**config.mk**
```make
export PLATFORM = sky130hd
export DESIGN_NAME = io_xlate_walker
export DESIGN_NICKNAME = d
export VERILOG_FILES = /design/src/rtl/io_xlate_walker.sv
export SDC_FILE = /design/constraint.sdc
export NUM_CORES = 1
export LEC_CHECK = 0
export CORE_MARGIN = 10
export CORE_UTILIZATION = 43
export DETAILED_ROUTE_END_ITERATION = 7
export GPL_ROUTABILITY_DRIVEN = 0
export PLACE_DENSITY = 0.81
export SLEW_MARGIN = 15
export SYNTH_ARGS = -nofsm -noshare
export SYNTH_HDL_FRONTEND = slang
export SYNTH_SLANG_ARGS = --single-unit
```
**constraint.sdc**
```tcl
create_clock -name clk -period 3.7 [get_ports clk]
set_clock_uncertainty 0.05 [all_clocks]
set_input_delay 0.37 -clock clk [delete_from_list [all_inputs] [get_ports clk]]
set_output_delay 0.37 -clock clk [all_outputs]
set_load 0.05 [all_outputs]
```
**src/rtl/io_xlate_walker.sv**
```systemverilog
module io_xlate_walker #(
  parameter int IOA_W = 32,
  parameter int RA_W  = 42,
  parameter int ID_W  = 11
) (
  input  logic             clk,
  input  logic             rst_n,
  input  logic [63:0]      tbl_origin,
  input  logic [63:0]      xlate_cfg,
  input  logic             req_valid,
  output logic             req_ready,
  input  logic [IOA_W-1:0] req_addr,
  input  logic             req_write,
  output logic             rsp_valid,
  output logic [RA_W-1:0]  rsp_addr,
  output logic [1:0]       rsp_fault,
  output logic [ID_W-1:0]  rsp_ioid,
  output logic             rsp_strong,
  output logic             mem_req,
  output logic [RA_W-1:0]  mem_addr,
  input  logic             mem_rvalid,
  input  logic [63:0]      mem_rdata
);
  localparam int SEG_W = IOA_W - 28;
  localparam int IDX_W = 28 - 12;
  localparam int LIM_W = IDX_W + 1;

  typedef enum logic [2:0] {S_IDLE, S_STE_RD, S_STE_WT, S_PTE_RD, S_PTE_WT, S_RESP} st_t;

  st_t               st;
  logic [IOA_W-1:0]  a_q;
  logic              wr_q;
  logic [RA_W-13:0]  pt_q;
  logic [1:0]        sz_q;
  logic [IDX_W-1:0]  idx_q;
  logic [RA_W-1:0]   res_addr;
  logic [1:0]        res_flt;
  logic [ID_W-1:0]   res_id;
  logic              res_so;

  wire xl_on = tbl_origin[63] & xlate_cfg[47];
  wire accept = req_valid & (st == S_IDLE);

  wire [2:0]       ps      = mem_rdata[2:0];
  wire [4:0]       ste_sh  = 5'd12 + {1'b0, ps[2:1], 2'b00};
  wire [27:0]      ste_idx = a_q[27:0] >> ste_sh;
  wire [7:0]       npp1    = {1'b0, mem_rdata[11:5]} + 8'd1;
  wire [LIM_W-1:0] ste_lim = {npp1, 9'd0};
  wire             seg_bad = !mem_rdata[63] || !ps[0];
  wire             idx_bad = ste_idx >= {{(28-LIM_W){1'b0}}, ste_lim};

  wire [4:0]      pte_sh  = 5'd12 + {1'b0, sz_q, 2'b00};
  wire [RA_W-1:0] keep    = {RA_W{1'b1}} << pte_sh;
  wire [RA_W-1:0] off     = {{(RA_W-28){1'b0}}, a_q[27:0]};
  wire            perm_ok = wr_q ? mem_rdata[63] : mem_rdata[62];

  wire unused_bits = ^{mem_rdata[60:RA_W], tbl_origin[62:RA_W], tbl_origin[11:0],
                       xlate_cfg[63:48], xlate_cfg[46:0], ste_idx[27:IDX_W]};

  assign req_ready  = (st == S_IDLE);
  assign rsp_valid  = (st == S_RESP);
  assign rsp_addr   = res_addr;
  assign rsp_fault  = res_flt;
  assign rsp_ioid   = res_id;
  assign rsp_strong = res_so;
  assign mem_req    = (st == S_STE_RD) || (st == S_PTE_RD);
  assign mem_addr   = (st == S_PTE_RD)
    ? {pt_q, 12'd0} + {{(RA_W-IDX_W-3){1'b0}}, idx_q, 3'd0}
    : {tbl_origin[RA_W-1:12], 12'd0} + {{(RA_W-SEG_W-3){1'b0}}, a_q[IOA_W-1:28], 3'd0};

  always_ff @(posedge clk) begin
    if (!rst_n) begin
      st       <= S_IDLE;
      a_q      <= '0;
      wr_q     <= 1'b0;
      pt_q     <= '0;
      sz_q     <= '0;
      idx_q    <= '0;
      res_addr <= '0;
      res_flt  <= '0;
      res_id   <= '0;
      res_so   <= 1'b0;
    end else begin
      case (st)
        S_IDLE: if (accept) begin
          a_q  <= req_addr;
          wr_q <= req_write;
          if (xl_on) st <= S_STE_RD;
          else begin
            res_addr <= {{(RA_W-IOA_W){1'b0}}, req_addr};
            res_flt  <= 2'd0;
            res_id   <= '0;
            res_so   <= 1'b0;
            st       <= S_RESP;
          end
        end
        S_STE_RD: st <= S_STE_WT;
        S_STE_WT: if (mem_rvalid) begin
          if (seg_bad || idx_bad) begin
            res_addr <= '0;
            res_flt  <= seg_bad ? 2'd1 : 2'd2;
            res_id   <= '0;
            res_so   <= 1'b0;
            st       <= S_RESP;
          end else begin
            pt_q  <= mem_rdata[RA_W-1:12];
            sz_q  <= ps[2:1];
            idx_q <= ste_idx[IDX_W-1:0];
            st    <= S_PTE_RD;
          end
        end
        S_PTE_RD: st <= S_PTE_WT;
        S_PTE_WT: if (mem_rvalid) begin
          if (!perm_ok) begin
            res_addr <= '0;
            res_flt  <= 2'd2;
            res_id   <= '0;
            res_so   <= 1'b0;
          end else begin
            res_addr <= (mem_rdata[RA_W-1:0] & keep) | (off & ~keep);
            res_flt  <= 2'd0;
            res_id   <= mem_rdata[ID_W-1:0];
            res_so   <= mem_rdata[61];
          end
          st <= S_RESP;
        end
        S_RESP:  st <= S_IDLE;
        default: st <= S_IDLE;
      endcase
    end
  end

  AST_READ_PULSE: assert property (@(posedge clk) disable iff (!rst_n)
    mem_req |=> !mem_req);
  AST_RSP_PULSE: assert property (@(posedge clk) disable iff (!rst_n)
    rsp_valid |=> !rsp_valid);
  AST_BYPASS_NEXT: assert property (@(posedge clk) disable iff (!rst_n)
    (req_valid && req_ready && !(tbl_origin[63] && xlate_cfg[47])) |=>
    (rsp_valid && rsp_fault == 2'd0 && !mem_req));
  AST_FAULT_CLEAN: assert property (@(posedge clk) disable iff (!rst_n)
    (rsp_valid && rsp_fault != 2'd0) |-> (rsp_addr == '0 && rsp_ioid == '0 && !rsp_strong));
  AST_CODE_LEGAL: assert property (@(posedge clk) disable iff (!rst_n)
    rsp_valid |-> rsp_fault != 2'd3);
  AST_SEG_STOP: assert property (@(posedge clk) disable iff (!rst_n)
    (st == S_STE_WT && mem_rvalid && !mem_rdata[63]) |=> (rsp_valid && rsp_fault == 2'd1));
endmodule

```
==> impl_summary.txt, run 1 <==
----------------------------------------------------
[Worst setup path]
  Maximum fanout along the worst path ... 9
  Setup crit end kind ... output pin
  CP Data Arrival Time ... 3150 ps
  Critical Path Source Type ... register
  Slowest library cell on the worst path ... sky130_fd_sc_hd__a2111oi_1
  Worst stage delay on the critical path ... 500 ps
  Worst path bufs/invs ... 2
  Endpoint of the most critical register-to-register path ... rsp_addr[13]
  Critical R2R Launch ... a_q[25]
  Critical path, cell by cell ... ha_1, inv_1, fa_1, nor2b_1, o21a_1, o21ai_1, a2111oi_1, xnor2_1, o21ai_0, buf_12
  Worst Path Class, Setup ... register to output pin
  Family of cells with the greatest summed delay on the critical path ... compound AO/OA/AOI/OAI gates
  CP required ... 3280 ps
  Worst reg2reg setup slack ... 860 ps
  Register-to-Register Path Depth ... 10

[CTS]
  Inserted Clock Buffers ... 17
  Clock-pin slew on the worst setup and hold paths ... 60 ps
  Clock Sink Count ... 140
  Max Buffers Root-to-Sink ... 2
  Clock insertion delay at the later pin of the skew report ... 420 ps
  H-tree depth reported by CTS ... 4
  TritonCTS clock tree ... done
  CTS hold repair buffers ... 0
  Cell chosen for the clock root ... sky130_fd_sc_hd__clkbuf_16

[Pwr]
  Logic pwr share ... 26.7%
  Portion of total power attributed to the clock network ... 37.4%
  Cell area power density ... 441.0 nW/um^2
  Switching power total ... 0.001502 W
  Net Sw Frac ... 31.99%
  P_leak ... 4.006 nW
  Highest ir drop seen on vdd ... 288.5 uV
  Sequential Power Share ... 35.9%
  Total internal power ... 0.003193 W

[STA]
  Worst-case headroom to the max-slew limit ... 42.65%
  RSZ-0062 raised after global routing ... true
  Final critical path time including I/O delays and setup ... 3567 ps
  Achievable clock frequency ... 280.4 MHz
  Setup violations, final ... 0
  Pins Over Slew Limit ... 0
  Minimum hold slack ... 401.8 ps
  Fraction of the cycle the final worst path needs ... 96.40%
  Hold Violations, Final ... 0
  Worst-Margin Slew ... 857.1 ps

[Global routing]
  Pin count of the biggest net entering global routing ... 52
  Global route overflow ... 0
  Global-route wire length before repair ... 39470 um
  Global-route usage over all layers ... 20.30%
  Antenna violations before repair ... 0
  Vias in the first global route ... 7373

[Outcome]
  Run status ... finished clean

[Detailed routing]
  Post-detailed-route DRC marker count ... 0
  Routed wire length ... 25200 um
  Drt wl/cell ... 18.47 um
  Number of nets still failing antenna checks after routing ... 0
  Via density ... 5.595
  Iter 0 DRT Violations ... 493
  Total via count after detailed routing ... 7631
  1st-pass router iterations ... 5

[Die]
  Effective utilization at floorplan ... 44.12%
  Count of pins on the block boundary ... 330
  Row count ... 48
  Die Footprint ... 23620 sq um
  Placeable core area ... 17420 sq um
  Die Y ... 153.7 um
  Die width ... 153.7 um

[Synthesis]
  Register area share after synthesis ... 36.47%
  Most frequent cell after synthesis ... sky130_fd_sc_hd__nand2_1
  Number of synthesized flops with an enable pin ... 0
  Area of the mapped netlist ... 7685 sq um
  Fraction of registers with async set or reset after synthesis ... 0%
  Most used flip-flop cell after synthesis ... sky130_fd_sc_hd__dfxtp_1
  Mapped Cells ... 943
  Cell taking the most area after synthesis ... sky130_fd_sc_hd__dfxtp_1
  Post-synthesis average cell area ... 8.149 sq um
  Largest cells by area after synthesis ... sky130_fd_sc_hd__dfxtp_1, sky130_fd_sc_hd__nand2_1, sky130_fd_sc_hd__mux2i_1
  Flops & latches, synth ... 140
  Yosys cell types ... 71
  Share of the synthesized area in the top cell type ... 36.47%
  Leading cell types by count after synthesis ... sky130_fd_sc_hd__nand2_1, sky130_fd_sc_hd__dfxtp_1, sky130_fd_sc_hd__mux2i_1, sky130_fd_sc_hd__a21oi_1, sky130_fd_sc_hd__clkbuf_1
  Yosys warnings ... 0

[Finish]
  Fraction of final layout cells with drive strength greater than 1 ... 9.394%
  Antenna cells ... 0
  Final non-filler cell area ... 10650 sq um
  Layout area overhead ... 38.52%
  Count of nets after finishing ... 1375
  Total of fill cells in the finished design ... 1510

[Placed design]
  Half-perimeter wire length after detailed placement ... 19050 um
  Count of port buffers added during placement ... 211
  Post-Place Cell Area ... 10020 sq um

[Hold path]
  Endpoint, Worst Hold ... sz_q[0]
  Min-Delay Startpoint ... rst_n
  Min-Delay Path Depth ... 3
  Type of the tightest min-delay check ... input pin to register

[Job]
  Max-cap violation count ... 0

----------------------------------------------------
[how the worst max path moves through the flow]
| stage | startpoint | endpoint | depth (start not counted) |
|---|---|---|---|
| after floorplan | pt_q[0] | mem_addr[30] | 10 |
| after global placement | mem_rdata[1] | rsp_addr[18] | 11 |
| after detailed placement | mem_rdata[1] | rsp_addr[12] | 11 |
| after CTS | idx_q[9] | mem_addr[32] | 10 |
| after global routing | idx_q[9] | mem_addr[40] | 10 |
| final | idx_q[9] | mem_addr[30] | 10 |
[stage by stage]
stage	setup WS [ps]	utilization, %	TNS, ps	total power, W	cells
2_1_floorplan	226.0	-	0	0.002478	945
6_report	133.1	61.12	0	0.004694	1364
3_5_place_dp	175.0	57.52	0	0.002965	1333
3_3_place_gp	204.1	57.52	0	0.002947	1333
4_1_cts	123.4	61.04	0	0.004725	1364
5_1_grt	-68.85	61.12	-121.0	0.004873	1364
[sequential cells by signal (all words and copies together) (netlist names)]
register,count
a_q,32
idx_q,16
pt_q,30
rsp_addr,42
rsp_fault,2
rsp_ioid,11
rsp_strong,1
st,3
sz_q,2
wr_q,1
[cells by family after synthesis]
logic type	after synthesis	share of synthesized area (%)
fa+ha+maj	19	3.191
compound gates	224	19.67
simple gates	359	20.94
other cells	1	0.04880
flops	140	36.47
mux	79	10.34
buf+inv	92	6.040
xor+xnor	29	3.305
[cell usage in the layout (no fill, tap or decap), types with 14 or more instances in the layout]
cell type	count
sky130_fd_sc_hd__inv_1	15
sky130_fd_sc_hd__o21ai_0	50
sky130_fd_sc_hd__nor2_1	17
sky130_fd_sc_hd__clkdlybuf4s50_1	186
sky130_fd_sc_hd__mux2i_1	76
sky130_fd_sc_hd__and3_1	14
sky130_fd_sc_hd__a32o_1	32
sky130_fd_sc_hd__buf_12	14
sky130_fd_sc_hd__dfxtp_1	140
sky130_fd_sc_hd__xor2_1	15
sky130_fd_sc_hd__ha_1	18
sky130_fd_sc_hd__a211oi_1	21
sky130_fd_sc_hd__a21oi_1	56
sky130_fd_sc_hd__nand3_1	17
sky130_fd_sc_hd__clkbuf_16	17
sky130_fd_sc_hd__nand2_1	244
sky130_fd_sc_hd__buf_4	39
sky130_fd_sc_hd__xnor2_1	14
[area by class of cell]
cell class / count / area, sq um / area share (%)
multi-input combinational: 713 / 4456 / 41.85
sequential: 140 / 2803 / 26.33
timing repair buffer: 239 / 2435 / 22.87
clock buffer: 21 / 470.5 / 4.419
tap: 225 / 281.5 / 2.645
clock inverter: 10 / 140.1 / 1.316
inverter: 16 / 60.06 / 0.5642
[worst min-delay path, delay by kind of cell]
kind,cells,cell delay (ps)
buf+inv,1,250
mux,1,60
simple gates,1,130
[routing by layer]
metal  vias to the layer above  part of all wire, %  track usage [%]
li1                       3708                    -                -
met1                      3605                   42            24.47
met2                       290                   48            33.62
met3                        28                  8.6            6.583
met4                         0                  1.6            6.118
met5                         -                    0                0
[power groups by stage]
stage | clock network (W) | logic, W | registers, W
5_1_grt | 0.00184 | 0.00133 | 0.00169
3_5_place_dp | 0 | 0.00125 | 0.00171
6_report | 0.00176 | 0.00125 | 0.00168
3_3_place_gp | 0 | 0.00124 | 0.00171
4_1_cts | 0.00179 | 0.00126 | 0.00168
2_1_floorplan | 0 | 0.000579 | 0.00190
[what timing repair did]
item	CTS	global route
endpoints found under the setup margin	6	8
setup buffers	0	0
gates resized for setup	3	4
Note: power is estimated with default switching activity, not from simulation.
==> inputs of run 2 (changes only) <==
CORE_MARGIN = unset   (was 10)
PLACE_DENSITY = 0.78   (was 0.81)
==> impl_summary.txt, run 2 (synthesis gave the netlist of run 1 again) <==
----------------------------------------------------
[CTS]
  Clock-pin slew on the worst setup and hold paths ... 60 ps
  Clock insertion delay at the later pin of the skew report ... 420 ps
  Inserted Clock Buffers ... 17
  H-tree depth reported by CTS ... 4
  Number of setup buffers added after CTS ... 0
  Cell chosen for the clock root ... sky130_fd_sc_hd__clkbuf_16
  CTS hold repair buffers ... 0
  Max Buffers Root-to-Sink ... 2
  TritonCTS clock tree ... done
  Clock Sink Count ... 140

[Worst setup path]
  Maximum fanout along the worst path ... 11
  Critical Path Source Type ... register
  Setup crit end kind ... output pin
  Worst Path Class, Setup ... register to output pin
  CP Data Arrival Time ... 3130 ps
  CP required ... 3280 ps

[Die]
  Die width ... 135.7 um
  Die Y ... 135.7 um
  Effective utilization at floorplan ... 44.28%
  Count of pins on the block boundary ... 330
  Die Footprint ... 18410 sq um
  Row count ... 48
  Placeable core area ... 17360 sq um

[Global routing]
  Global route overflow ... 0
  Global-route usage over all layers ... 25.28%
  Antenna violations before repair ... 0
  Global-route wire length before repair ... 35830 um
  Vias in the first global route ... 6963
  Pin count of the biggest net entering global routing ... 102

[Finish]
  Max reg flops ... 42
  Fraction of final layout cells with drive strength greater than 1 ... 9.524%
  Commonest non-fill, non-tap cell in the layout ... sky130_fd_sc_hd__nand2_1
  Most frequent cells in the layout ... sky130_fd_sc_hd__nand2_1, sky130_fd_sc_hd__clkdlybuf4s50_1, sky130_fd_sc_hd__dfxtp_1
  Antenna cells ... 0
  Layout area overhead ... 39.53%
  Count of nets after finishing ... 1371

[Pwr]
  Highest ir drop seen on vdd ... 327.5 uV
  Cell area power density ... 443.4 nW/um^2
  P_leak ... 4.054 nW
  Sum of internal, switching and leakage power ... 0.004755 W

[STA]
  Achievable clock frequency ... 281.9 MHz
  Hold Violations, Final ... 0
  Worst-case headroom to the max-slew limit ... 32.08%
  Worst-Margin Slew ... 1015 ps
  Pins Over Slew Limit ... 0
  Fraction of the cycle the final worst path needs ... 95.86%
  Final critical path time including I/O delays and setup ... 3547 ps
  Setup violations, final ... 0
  Final setup margin ... 153.2 ps
  RSZ-0062 raised after global routing ... true

[Detailed routing]
  Via density ... 5.527
  Number of nets still failing antenna checks after routing ... 0
  Post-detailed-route DRC marker count ... 0
  Iter 0 DRT Violations ... 502
  Total via count after detailed routing ... 7511
  1st-pass router iterations ... 5
  Drt wl/cell ... 17.13 um
  Routed wire length ... 23290 um

[Outcome]
  Run status ... finished clean

[Placed design]
  Placement Setup Slack ... 219.3 ps
  Half-perimeter wire length after detailed placement ... 17010 um
  Count of port buffers added during placement ... 211

[Job]
  Max-cap violation count ... 0

[Hold path]
  Type of the tightest min-delay check ... input pin to register

----------------------------------------------------
[run 2: cell types whose count changed in the layout (fill, tap and decap cells not counted), moves of 2 or more]
cell,previous run,this run
sky130_fd_sc_hd__clkdlybuf4s50_1,186,178
sky130_fd_sc_hd__clkinvlp_4,3,1
sky130_fd_sc_hd__buf_4,39,33
sky130_fd_sc_hd__buf_12,14,24
[run 2: what timing repair did]
| item | CTS | global route |
|---|---|---|
| endpoints found under the hold margin | 0 | 0 |
| setup endpoints to repair | 6 | 4 |
| resized for setup | 2 | 6 |
[run 2: area by class of cell]
type / count / area, sq um
Clock buffer: 19 / 452.9
Clock inverter: 11 / 168.9
Fill cell: 1472 / 6634
Inverter: 16 / 60.06
Multi-Input combinational cell: 713 / 4447
Sequential cell: 140 / 2803
Tap cell: 225 / 281.5
Timing Repair Buffer: 235 / 2510
[run 2: routing by layer]
metal / wire length (um) / GRT usage (%) / part of all wire, %
met5: 0 / 0 / 0
met4: 689 / 11.30 / 3.0
met3: 1872 / 6.622 / 8.0
met2: 10840 / 40.65 / 47
met1: 9882 / 31.56 / 42
[run 2: critical path: stages, from the launching register on]
cell	delay, ps
sky130_fd_sc_hd__dfxtp_1	330
sky130_fd_sc_hd__ha_1	340
sky130_fd_sc_hd__o21a_1	180
sky130_fd_sc_hd__nor2_1	640
sky130_fd_sc_hd__nor2_1	400
sky130_fd_sc_hd__nand2_1	240
sky130_fd_sc_hd__xnor2_1	90
sky130_fd_sc_hd__o21ai_0	300
sky130_fd_sc_hd__buf_12	190
[run 2: metrics by stage]
stage	hold WS, ps	setup TNS, ps	cells	utilization [%]	instance area (sq um)
after floorplan	380.3	0	945	-	7692
after global placement	390.7	0	1329	58.11	10090
after detailed placement	392.5	0	1329	58.11	10090
after CTS	344.9	0	1359	61.70	10710
after global routing	402.7	-2.617	1359	61.78	10720
final	366.4	0	1359	61.78	10720
[run 2: path summary, 6_finish.rpt]
path                              start      endpoint  slack (ps)  cells past startpoint
worst max-delay path            pt_q[5]  mem_addr[19]         150                      8
worst min-delay path              rst_n       sz_q[1]         370                      3
worst max register to register    st[1]   rsp_ioid[0]         740                      6
worst min register to register  a_q[10]       a_q[10]         400                      2
[run 2: report_power, final]
| group | leakage [nW] | total, W | internal, W | switching, W |
|---|---|---|---|---|
| Clock | 0.305 | 0.00180 | 0.00115 | 0.000648 |
| Combinational | 2.61 | 0.00126 | 0.000492 | 0.000768 |
| Sequential | 1.14 | 0.00169 | 0.00161 | 0.0000836 |
